--- src/rtl/rs_pkg.sv ---
package rs_pkg;

    typedef enum logic [1:0] {
        OP_IDLE = 2'd0,
        OP_PUSH = 2'd1,
        OP_POP  = 2'd2
    } rs_op_e;

    // A cycle with both strobes high counts as idle.
    function automatic rs_op_e rs_decode(input logic push, input logic pop);
        if (push && !pop) return OP_PUSH;
        if (pop && !push) return OP_POP;
        return OP_IDLE;
    endfunction

endpackage

--- src/rtl/rs_ptr_ctrl.sv ---
module rs_ptr_ctrl #(
    parameter int DEPTH = 6,
    parameter int PTR_W = 3
) (
    input  logic             clk_i,
    input  logic             rst_ni,
    input  logic             push_i,
    input  logic             pop_i,
    output logic             wr_en_o,
    output logic [PTR_W-1:0] wr_idx_o,
    output logic             rd_en_o,
    output logic [PTR_W-1:0] rd_idx_o,
    output logic [PTR_W-1:0] ptr_o,
    output logic             ovf_o,
    output logic             unf_o
);
    import rs_pkg::*;

    localparam logic [PTR_W-1:0] LIMIT = PTR_W'(DEPTH);
    localparam logic [PTR_W-1:0] TOP   = PTR_W'(DEPTH - 1);
    localparam logic [PTR_W-1:0] ONE   = PTR_W'(1);

    typedef struct packed {
        logic [PTR_W-1:0] ptr;
        logic             ovf;
        logic             unf;
    } ctrl_t;

    ctrl_t  st_d, st_q;
    rs_op_e op;

    always_comb begin
        op       = rs_decode(push_i, pop_i);
        st_d     = st_q;
        st_d.ovf = 1'b0;
        st_d.unf = 1'b0;
        wr_en_o  = 1'b0;
        wr_idx_o = st_q.ptr;
        rd_en_o  = 1'b0;
        rd_idx_o = st_q.ptr - ONE;
        unique case (op)
            OP_PUSH: begin
                wr_en_o = 1'b1;
                if (st_q.ptr >= LIMIT) begin
                    wr_idx_o = '0;
                    st_d.ptr = ONE;
                    st_d.ovf = 1'b1;
                end else begin
                    st_d.ptr = st_q.ptr + ONE;
                end
            end
            OP_POP: begin
                rd_en_o = 1'b1;
                if (st_q.ptr == '0) begin
                    rd_idx_o = TOP;
                    st_d.ptr = TOP;
                    st_d.unf = 1'b1;
                end else begin
                    st_d.ptr = st_q.ptr - ONE;
                end
            end
            default: ;
        endcase
    end

    always_ff @(posedge clk_i or negedge rst_ni) begin
        if (!rst_ni) st_q <= '0;
        else         st_q <= st_d;
    end

    assign ptr_o = st_q.ptr;
    assign ovf_o = st_q.ovf;
    assign unf_o = st_q.unf;

    a_r2_push_inc: assert property (@(posedge clk_i) disable iff (!rst_ni)
        (push_i && !pop_i && st_q.ptr < LIMIT) |=> (st_q.ptr == PTR_W'($past(st_q.ptr) + 1)));
    a_r3_pop_dec: assert property (@(posedge clk_i) disable iff (!rst_ni)
        (pop_i && !push_i && st_q.ptr != '0) |=> (st_q.ptr == PTR_W'($past(st_q.ptr) - 1)));
    a_r4_ovf_wrap: assert property (@(posedge clk_i) disable iff (!rst_ni)
        (push_i && !pop_i && st_q.ptr >= LIMIT) |=> (st_q.ptr == ONE && ovf_o));
    a_r5_unf_wrap: assert property (@(posedge clk_i) disable iff (!rst_ni)
        (pop_i && !push_i && st_q.ptr == '0) |=> (st_q.ptr == TOP && unf_o));
    a_r6_flags_exclusive: assert property (@(posedge clk_i) disable iff (!rst_ni)
        $onehot0({ovf_o, unf_o}));
    a_r6_ovf_pulse: assert property (@(posedge clk_i) disable iff (!rst_ni)
        ovf_o |=> !ovf_o);
    a_r6_unf_pulse: assert property (@(posedge clk_i) disable iff (!rst_ni)
        unf_o |=> !unf_o);
    a_r7_both_ignored: assert property (@(posedge clk_i) disable iff (!rst_ni)
        (push_i && pop_i) |=> ($stable(st_q.ptr) && !ovf_o && !unf_o));
    a_r2_ptr_range: assert property (@(posedge clk_i) disable iff (!rst_ni)
        st_q.ptr <= LIMIT);

endmodule

--- src/rtl/rs_store.sv ---
module rs_store #(
    parameter int DEPTH = 6,
    parameter int WIDTH = 16,
    parameter int PTR_W = 3
) (
    input  logic             clk_i,
    input  logic             rst_ni,
    input  logic             wr_en_i,
    input  logic [PTR_W-1:0] wr_idx_i,
    input  logic [WIDTH-1:0] wr_data_i,
    input  logic             rd_en_i,
    input  logic [PTR_W-1:0] rd_idx_i,
    output logic [WIDTH-1:0] rd_data_o
);
    logic [WIDTH-1:0] slot_d [DEPTH];
    logic [WIDTH-1:0] slot_q [DEPTH];
    logic [WIDTH-1:0] rd_d, rd_q;

    for (genvar i = 0; i < DEPTH; i++) begin : g_slot
        always_comb begin
            slot_d[i] = slot_q[i];
            if (wr_en_i && wr_idx_i == PTR_W'(i)) slot_d[i] = wr_data_i;
        end

        always_ff @(posedge clk_i or negedge rst_ni) begin
            if (!rst_ni) slot_q[i] <= '0;
            else         slot_q[i] <= slot_d[i];
        end
    end

    always_comb begin
        rd_d = rd_q;
        if (rd_en_i) begin
            rd_d = '0;
            for (int k = 0; k < DEPTH; k++) begin
                if (rd_idx_i == PTR_W'(k)) rd_d = slot_q[k];
            end
        end
    end

    always_ff @(posedge clk_i or negedge rst_ni) begin
        if (!rst_ni) rd_q <= '0;
        else         rd_q <= rd_d;
    end

    assign rd_data_o = rd_q;

    a_r8_hold_data: assert property (@(posedge clk_i) disable iff (!rst_ni)
        !rd_en_i |=> $stable(rd_q));
    a_r7_no_dual_port: assert property (@(posedge clk_i) disable iff (!rst_ni)
        !(wr_en_i && rd_en_i));

endmodule

--- src/rtl/ret_stack_top.sv ---
module ret_stack_top #(
    parameter int DEPTH = 6,
    parameter int WIDTH = 16,
    parameter int PTR_W = 3
) (
    input  logic             clk_i,
    input  logic             rst_ni,
    input  logic             push_i,
    input  logic             pop_i,
    input  logic [WIDTH-1:0] wr_data_i,
    output logic [WIDTH-1:0] rd_data_o,
    output logic [PTR_W-1:0] ptr_o,
    output logic             ovf_o,
    output logic             unf_o
);
    localparam int PTR_MIN = $clog2(DEPTH + 1);

    logic             wr_en, rd_en;
    logic [PTR_W-1:0] wr_idx, rd_idx;

    initial begin
        a_r1_ptr_width: assert (PTR_W >= PTR_MIN);
    end

    rs_ptr_ctrl #(.DEPTH(DEPTH), .PTR_W(PTR_W)) ctrl_i (
        .clk_i    (clk_i),
        .rst_ni   (rst_ni),
        .push_i   (push_i),
        .pop_i    (pop_i),
        .wr_en_o  (wr_en),
        .wr_idx_o (wr_idx),
        .rd_en_o  (rd_en),
        .rd_idx_o (rd_idx),
        .ptr_o    (ptr_o),
        .ovf_o    (ovf_o),
        .unf_o    (unf_o)
    );

    rs_store #(.DEPTH(DEPTH), .WIDTH(WIDTH), .PTR_W(PTR_W)) store_i (
        .clk_i     (clk_i),
        .rst_ni    (rst_ni),
        .wr_en_i   (wr_en),
        .wr_idx_i  (wr_idx),
        .wr_data_i (wr_data_i),
        .rd_en_i   (rd_en),
        .rd_idx_i  (rd_idx),
        .rd_data_o (rd_data_o)
    );

endmodule

--- config.mk ---
export PLATFORM = sky130hd
export DESIGN_NAME = ret_stack_top
export DESIGN_NICKNAME = d
export VERILOG_FILES = /design/src/rtl/rs_pkg.sv /design/src/rtl/rs_ptr_ctrl.sv /design/src/rtl/rs_store.sv /design/src/rtl/ret_stack_top.sv
export SDC_FILE = /design/constraint.sdc
export NUM_CORES = 1
export LEC_CHECK = 0
export BUFFER_PORTS_ARGS = -buffer_cell sky130_fd_sc_hd__buf_2
export CORE_ASPECT_RATIO = 0.5
export CORE_UTILIZATION = 37
export DETAILED_ROUTE_END_ITERATION = 8
export GPL_TIMING_DRIVEN = 1
export PLACE_DENSITY_LB_ADDON = 0.3
export SLEW_MARGIN = 20
export SYNTH_ARGS = -nofsm -noshare
export SYNTH_HDL_FRONTEND = slang
export SYNTH_SLANG_ARGS = --single-unit
--- constraint.sdc ---
create_clock -name clk_i -period 7.24 [get_ports clk_i]
set_input_delay 0.362 -clock clk_i [delete_from_list [all_inputs] [get_ports clk_i]]
set_output_delay 0.362 -clock clk_i [all_outputs]
set_load 0.02 [all_outputs]
# Yosys cells after proc, flatten, opt, wreduce, memory -nomap -nowiden
# Index checks and enable logic that the tools add are counted.
dict set report classes {
  n_addsub 2
  multipliers 0
  div_mod_pow 0
  n_lt_le_gt_ge 1
  n_eq_ne 12
  shift 0
  muxes 25
  n_bitwise 0
  n_reduce_logical 14
}
# cell count
set op_table {}
lappend op_table {{$mux 16} 6}
lappend op_table {{$mux 3} 5}
lappend op_table {{$eq 3x2->1 const B} 4}
lappend op_table {{$eq 3x3->1 const B} 4}
lappend op_table {{$logic_not 3->1} 3}
lappend op_table {{$mux 1} 9}
lappend op_table {{$logic_and 1x1->1} 8}
lappend op_table {{$mux 2} 4}
lappend op_table {{$eq 3x1->1 const B} 2}
lappend op_table {{$pmux 3 s2} 1}
lappend op_table {{$add 3x1->3 const B} 1}
lappend op_table {{$ge 3x3->1 const B} 1}
lappend op_table {{$sub 3x1->3 const B} 1}
lappend op_table {{$eq 2x1->1 const B} 1}
lappend op_table {{$eq 2x2->1 const B} 1}
lappend op_table {{$logic_not 1->1} 2}
lappend op_table {{$reduce_bool 2->1} 1}
dict set report totals {
  register_bits 117
  latchBits 0
  mem_bits_rw 0
  romBits 0
  inputBits 20
  out_inout_bits 21
  elab_cells 64
  memories 0
}

# Logic depth before layout (Yosys ltp)
dict set report depth {
  depth_word 15
  ltp_mapped 11
  depth_no_buf 7
}

# Cells and area by module
# A second synthesis with hierarchy kept.
dict set report unflattened {
  cells_unflattened 394
  area_unflattened_um2 5585.4
}
# module n_inst cells_per_inst area_per_inst_um2 seq_area_each_um2
set modules_own_cells {}
lappend modules_own_cells {rs_store 1 351 5211.2 2802.7}
lappend modules_own_cells {rs_ptr_ctrl 1 43 374.1 125.1}

# Worst setup path before layout
# No wires, ideal clock.
dict set report synth_path {
  path_type {register to register}
  start {register ctrl_i.st_q (netlist bit ctrl_i.ptr_o[0])}
  end {register store_i.rd_q[10] (netlist: store_i.rd_data_o[10])}
  setup_ps 141
  arrival_ps 2344
  required_time_ps 7099
  setup_slack_ps 4755
  path_stages_with_launch 12
  path_buffers 4
  synth_period_minus_slack_ps 2485
  cell_sequence {dfrtp_1 inv_1 buf_2 buf_2 ha_1 buf_6 and2_4 o21a_4 buf_6 a211o_1 o211ai_2 o221ai_2}
}
dict set report synth_between {
  elab_chain_len 10
  word_cells_on_any_way 16
  cone_classes {add/sub: 1; eq/ne: 5; mux: 8; reduce/logical: 2}
}
# item line
set synth_rtl {}
lappend synth_rtl {{start: declaration} rs_ptr_ctrl.sv:29} ;# ctrl_t st_d, st_q;
lappend synth_rtl {{start signal: assignment} rs_ptr_ctrl.sv:68} ;# else st_q <= st_d;
lappend synth_rtl {{$sub 3x1->3 or $logic_not 3->1 (tied branches)} {rs_ptr_ctrl.sv:40, rs_ptr_ctrl.sv:54}}
lappend synth_rtl {{$mux 3} rs_ptr_ctrl.sv:54} ;# if (st_q.ptr == '0) begin
lappend synth_rtl {{$mux 3 (*)} rs_ptr_ctrl.sv:41} ;# unique case (op)
lappend synth_rtl {{$logic_not 3->1} rs_store.sv:36} ;# if (rd_idx_i == PTR_W'(k)) rd_d = slot_q[k];
lappend synth_rtl {{$mux 16 (5 in series)} rs_store.sv:36}
lappend synth_rtl {{$mux 16 (*)} rs_store.sv:36}
lappend synth_rtl {{end signal: assignment} rs_store.sv:43} ;# else rd_q <= rd_d;
lappend synth_rtl {{end: declaration} rs_store.sv:17} ;# logic [WIDTH-1:0] rd_d, rd_q;
# Every way passes the cells marked *; elsewhere a longest branch is shown, timed or not.
# A chain may end at the register's enable or synchronous reset.

# Worst setup path in the final report
dict set report layout_path {
  start {register ctrl_i.st_q (netlist bit ctrl_i.ptr_o[0])}
  end {register store_i.rd_q[14] (netlist: store_i.rd_data_o[14])}
}
# The elaborated chain is that of the path after synthesis.

==> metrics.txt <==
# TYPE chip_impl_metric gauge
chip_impl_metric{name="cellLeakagePower",unit="nW"} 3.074
chip_impl_metric{name="die-area",unit="sq mm"} 0.01614
chip_impl_metric{name="numPortBuffers",unit=""} 40
chip_impl_metric{name="core_area",unit="sq mm"} 0.01486
chip_impl_info{name="hold_end",value="store_i.slot_q[93]"} 1
chip_impl_metric{name="chipWidth",unit="um"} 178.7
chip_impl_metric{name="postLayoutCellArea",unit="sq mm"} 0.006700
chip_impl_metric{name="arrival",unit="ns"} 3.59
chip_impl_info{name="grt_setup_unrepaired",value="false"} 1
chip_impl_metric{name="syn_avg_cell_area",unit="sq um"} 12.67
chip_impl_metric{name="synthesis.yosys.warnings",unit=""} 0
chip_impl_info{name="run_status",value="finished, final reports clean"} 1
chip_impl_metric{name="regArea",unit="sq mm"} 0.002928
chip_impl_metric{name="routabilityCongestion",unit=""} 0.7539
chip_impl_metric{name="max_slew.worst_pin.slew",unit="ns"} 1.108
chip_impl_metric{name="worstHoldPathCells",unit=""} 2
chip_impl_info{name="crit_path_end_kind",value="flip-flop"} 1
chip_impl_metric{name="worst_r2r_path_depth",unit=""} 8
chip_impl_info{name="synthDominantAreaCellType",value="sky130_fd_sc_hd__dfrtp_1"} 1
chip_impl_metric{name="cts.clk_slew.worst_paths",unit="ns"} 0.06
chip_impl_metric{name="fill_cells",unit=""} 1343
chip_impl_info{name="ys_dominant_reg_cell",value="sky130_fd_sc_hd__dfrtp_1"} 1
chip_impl_info{name="synth.top_cells.by_area",value="sky130_fd_sc_hd__dfrtp_1 51%, sky130_fd_sc_hd__mux2_2 19%, sky130_fd_sc_hd__and3_1 2.8%, sky130_fd_sc_hd__buf_6 1.8%, sky130_fd_sc_hd__a211o_1 1.7%"} 1
chip_impl_metric{name="power.ir.vdd_worst",unit="V"} 0.0002394
chip_impl_metric{name="grt_overflow_total",unit=""} 0
chip_impl_metric{name="wire_per_inst",unit="um"} 19.66
chip_impl_metric{name="max_clock_freq",unit="GHz"} 0.3025
chip_impl_info{name="timing.hold.worst.start",value="wr_data_i[13]"} 1
chip_impl_metric{name="post_synth_inst_count",unit=""} 456
chip_impl_metric{name="ys_seq_area_share",unit="%"} 50.69
chip_impl_metric{name="synth-seq-cells",unit=""} 117
chip_impl_metric{name="placedInstanceArea",unit="sq mm"} 0.006072
chip_impl_metric{name="fin_setup_tns",unit="ns"} 0
chip_impl_metric{name="core_occupancy_in_the_finished_layout",unit="%"} 45.10
chip_impl_metric{name="antennaDiodeCount",unit=""} 0
chip_impl_metric{name="max_cap_violations",unit=""} 0
chip_impl_info{name="most_used_standard_cell_by_instance_count_after_synthesis",value="sky130_fd_sc_hd__dfrtp_1"} 1
chip_impl_info{name="r2r-end",value="store_i.rd_data_o[14]"} 1
chip_impl_metric{name="antenna_left",unit=""} 0
chip_impl_info{name="worst_r2r_startpoint",value="ctrl_i.ptr_o[0]"} 1
chip_impl_metric{name="die_h",unit="um"} 90.35
chip_impl_metric{name="report.final.slew_viol_count",unit=""} 0
chip_impl_metric{name="std_cell_rows",unit=""} 31
chip_impl_metric{name="netSwitchingPower",unit="W"} 0.001161
chip_impl_info{name="cp-start-kind",value="flip-flop"} 1
chip_impl_metric{name="cts_buffer_count",unit=""} 17
chip_impl_metric{name="syn_to_final_growth",unit="%"} 16.01
chip_impl_metric{name="synth_nets",unit=""} 482
chip_impl_metric{name="intPower",unit="W"} 0.002074
chip_impl_metric{name="rrSetupSlack",unit="ns"} 3.93
chip_impl_metric{name="wire_length_of_the_first_global_routing_pass",unit="um"} 22330
chip_impl_info{name="tritoncts",value="yes"} 1
chip_impl_metric{name="cts_htree_levels",unit=""} 4
chip_impl_metric{name="yosysUniqueCellTypes",unit=""} 53
chip_impl_metric{name="fin_worst_skew",unit="ns"} 0.009813
chip_impl_metric{name="cp_required",unit="ns"} 7.52
chip_impl_metric{name="yosys.area.top_type_share",unit="%"} 50.69
chip_impl_metric{name="totalWireLength",unit="um"} 13860
chip_impl_metric{name="pwr_density",unit="mW/mm^2"} 482.8
chip_impl_metric{name="first_global_vias",unit=""} 3909
chip_impl_metric{name="critical_path_peak_fanout",unit=""} 24
chip_impl_info{name="ys_top_cells_by_count",value="117 x sky130_fd_sc_hd__dfrtp_1, 98 x sky130_fd_sc_hd__mux2_2, 26 x sky130_fd_sc_hd__and3_1"} 1
chip_impl_metric{name="synth_async_sr_flop_share",unit="%"} 100.0
chip_impl_metric{name="multi_input_area",unit="sq mm"} 0.002525
chip_impl_metric{name="post_cts_setup_repair_buffer_count",unit=""} 0
chip_impl_metric{name="cts_buffer_depth",unit=""} 2
chip_impl_metric{name="power_switching_share",unit="%"} 35.88
chip_impl_metric{name="final-instance-count-excl-fill",unit=""} 705
chip_impl_metric{name="finalHoldViolations",unit=""} 0
chip_impl_metric{name="cts_num_sinks",unit=""} 117
chip_impl_metric{name="num_io_pins",unit=""} 41
chip_impl_metric{name="worst_skew_pair.late_latency",unit="ns"} 0.41
chip_impl_metric{name="antenna_found_initial",unit=""} 0
chip_impl_metric{name="fin_crit_sh",unit="%"} 45.67
chip_impl_metric{name="clkPwrFrac",unit="%"} 26.0
chip_impl_metric{name="combinationalPowerShare",unit="%"} 38.6
chip_impl_metric{name="drtPass1Iterations",unit=""} 4
chip_impl_metric{name="detailed_route_vias_per_instance",unit=""} 5.467
chip_impl_metric{name="final_net_count",unit=""} 521
chip_impl_metric{name="initial_core_util",unit="%"} 38.88
chip_impl_metric{name="drt-initial-drc-count",unit=""} 231
chip_impl_metric{name="placed_cells_incl_taps",unit=""} 672
chip_impl_info{name="hold_path.class",value="in -> reg"} 1
chip_impl_metric{name="layout-drive-gt1-share",unit="%"} 40.63
chip_impl_metric{name="grt_util_all_layers",unit="%"} 18.58
chip_impl_metric{name="vias",unit=""} 3854
chip_impl_metric{name="power_frac_seq",unit="%"} 35.4
chip_impl_metric{name="min_period",unit="ns"} 3.306
chip_impl_metric{name="slew-limit-headroom",unit="%"} 25.90
chip_impl_metric{name="dpl.hpwl",unit="um"} 8209
chip_impl_metric{name="post-route-drc-count",unit=""} 0
chip_impl_info{name="cts-root-buf",value="sky130_fd_sc_hd__clkbuf_16"} 1
chip_impl_metric{name="grt_start_max_net_pins",unit=""} 77
chip_impl_info{name="worstSetupPathType",value="reg -> reg"} 1
chip_impl_metric{name="syn-cell-area",unit="sq mm"} 0.005776
chip_impl_metric{name="final-setup-viol-count",unit=""} 0
chip_impl_metric{name="synth_enable_flop_cells",unit=""} 0
[area by class of cell]
class	count	area share, %
Sequential cell	117	43.70
Clock buffer	22	6.779
Timing Repair Buffer	52	4.706
Inverter	27	1.513
Tap cell	198	3.697
Clock inverter	9	1.923
Multi-Input combinational cell	280	37.68
[placed cells by master (no fill, tap or decap), types with 3 or more instances in the layout]
cell type | Yosys | layout
sky130_fd_sc_hd__buf_2 | 9 | 39
sky130_fd_sc_hd__a311oi_2 | 6 | 6
sky130_fd_sc_hd__a31oi_1 | 9 | 9
sky130_fd_sc_hd__nor2_1 | 11 | 11
sky130_fd_sc_hd__a221oi_1 | 5 | 5
sky130_fd_sc_hd__a211o_1 | 11 | 11
sky130_fd_sc_hd__a21o_1 | 6 | 6
sky130_fd_sc_hd__buf_4 | 7 | 11
sky130_fd_sc_hd__o211ai_1 | 7 | 7
sky130_fd_sc_hd__o221ai_2 | 6 | 6
sky130_fd_sc_hd__and3_1 | 26 | 26
sky130_fd_sc_hd__a21oi_1 | 14 | 14
sky130_fd_sc_hd__clkbuf_1 | 5 | 4
sky130_fd_sc_hd__a311oi_1 | 5 | 5
sky130_fd_sc_hd__nand2_1 | 15 | 15
sky130_fd_sc_hd__mux2_2 | 98 | 98
sky130_fd_sc_hd__ha_1 | 6 | 6
sky130_fd_sc_hd__dfrtp_1 | 117 | 117
sky130_fd_sc_hd__inv_1 | 25 | 25
sky130_fd_sc_hd__clkbuf_16 | 0 | 17
sky130_fd_sc_hd__o211ai_2 | 6 | 6
sky130_fd_sc_hd__clkinv_2 | 0 | 3
sky130_fd_sc_hd__bufinv_16 | 0 | 3
sky130_fd_sc_hd__and2_1 | 13 | 13
sky130_fd_sc_hd__nor2b_1 | 3 | 3
sky130_fd_sc_hd__o221ai_1 | 5 | 5
[state kept, by name, indices dropped and copies added (netlist names)]
signal             count
ctrl_i.ovf_o           1
ctrl_i.ptr_o           3
ctrl_i.unf_o           1
store_i.rd_data_o     16
store_i.slot_q        96
[layer usage]
layer	track usage (%)	wire length (um)
met1	26.52	6609
met2	27.42	6354
met3	4.756	743
met4	5.862	155
met5	0	0
[power by group through the flow]
stage               registers, W  clock network, W  logic (W)
global placement         0.00114                 0    0.00122
global route             0.00118          0.000883    0.00137
CTS                      0.00114          0.000853    0.00125
finish                   0.00114          0.000841    0.00125
floorplan                0.00114                 0   0.000965
detailed placement       0.00115                 0    0.00125
[what timing repair did]
item | in CTS | in global routing
resized for setup | 0 | 0
hold endpoints to repair | 41 | 0
hold buffers | 1 | 0
endpoints found under the setup margin | 0 | 0
[kinds of logic after synthesis]
kind of cell	share of synthesized area, %
fa+ha+maj	1.300
flops	50.69
xor+xnor	0.1517
compound gates	14.04
simple gates	8.579
mux	19.52
buf+inv	5.719
[metrics by stage]
step / power, W / setup slack, ns / hold slack (ns)
floorplan: 0.002105 / 4.755 / 0.06641
global placement: 0.002361 / 4.037 / 0.3872
global route: 0.003436 / 3.646 / 0.2493
detailed placement: 0.002397 / 3.990 / 0.3877
CTS: 0.003248 / 3.934 / 0.2471
finish: 0.003235 / 3.934 / 0.2556
[worst max-delay path by stage]
| stage | start | slack, ns | endpoint | cells past startpoint |
|---|---|---|---|---|
| after floorplan | ctrl_i.ptr_o[0] | 4.75 | store_i.rd_data_o[10] | 11 |
| final | ctrl_i.ptr_o[0] | 3.93 | store_i.rd_data_o[14] | 8 |
| after CTS | ctrl_i.ptr_o[0] | 3.93 | store_i.rd_data_o[14] | 8 |
| after global placement | ctrl_i.ptr_o[0] | 4.04 | store_i.rd_data_o[14] | 8 |
| after detailed placement | ctrl_i.ptr_o[0] | 3.99 | store_i.rd_data_o[14] | 8 |
| after global routing | ctrl_i.ptr_o[0] | 3.65 | store_i.rd_data_o[14] | 8 |
[worst max-delay path, stage by stage, from the launching register on]
cell and delay [ns]:
sky130_fd_sc_hd__dfrtp_1 0.38, sky130_fd_sc_hd__inv_1 0.67, sky130_fd_sc_hd__ha_1 0.57, sky130_fd_sc_hd__mux2i_2 0.15, sky130_fd_sc_hd__a21oi_2 0.51, sky130_fd_sc_hd__buf_4 0.38, sky130_fd_sc_hd__nor3_1 0.07, sky130_fd_sc_hd__a221oi_1 0.33
sky130_fd_sc_hd__a31oi_1 0.11
Power figures use the tool's default switching activity.
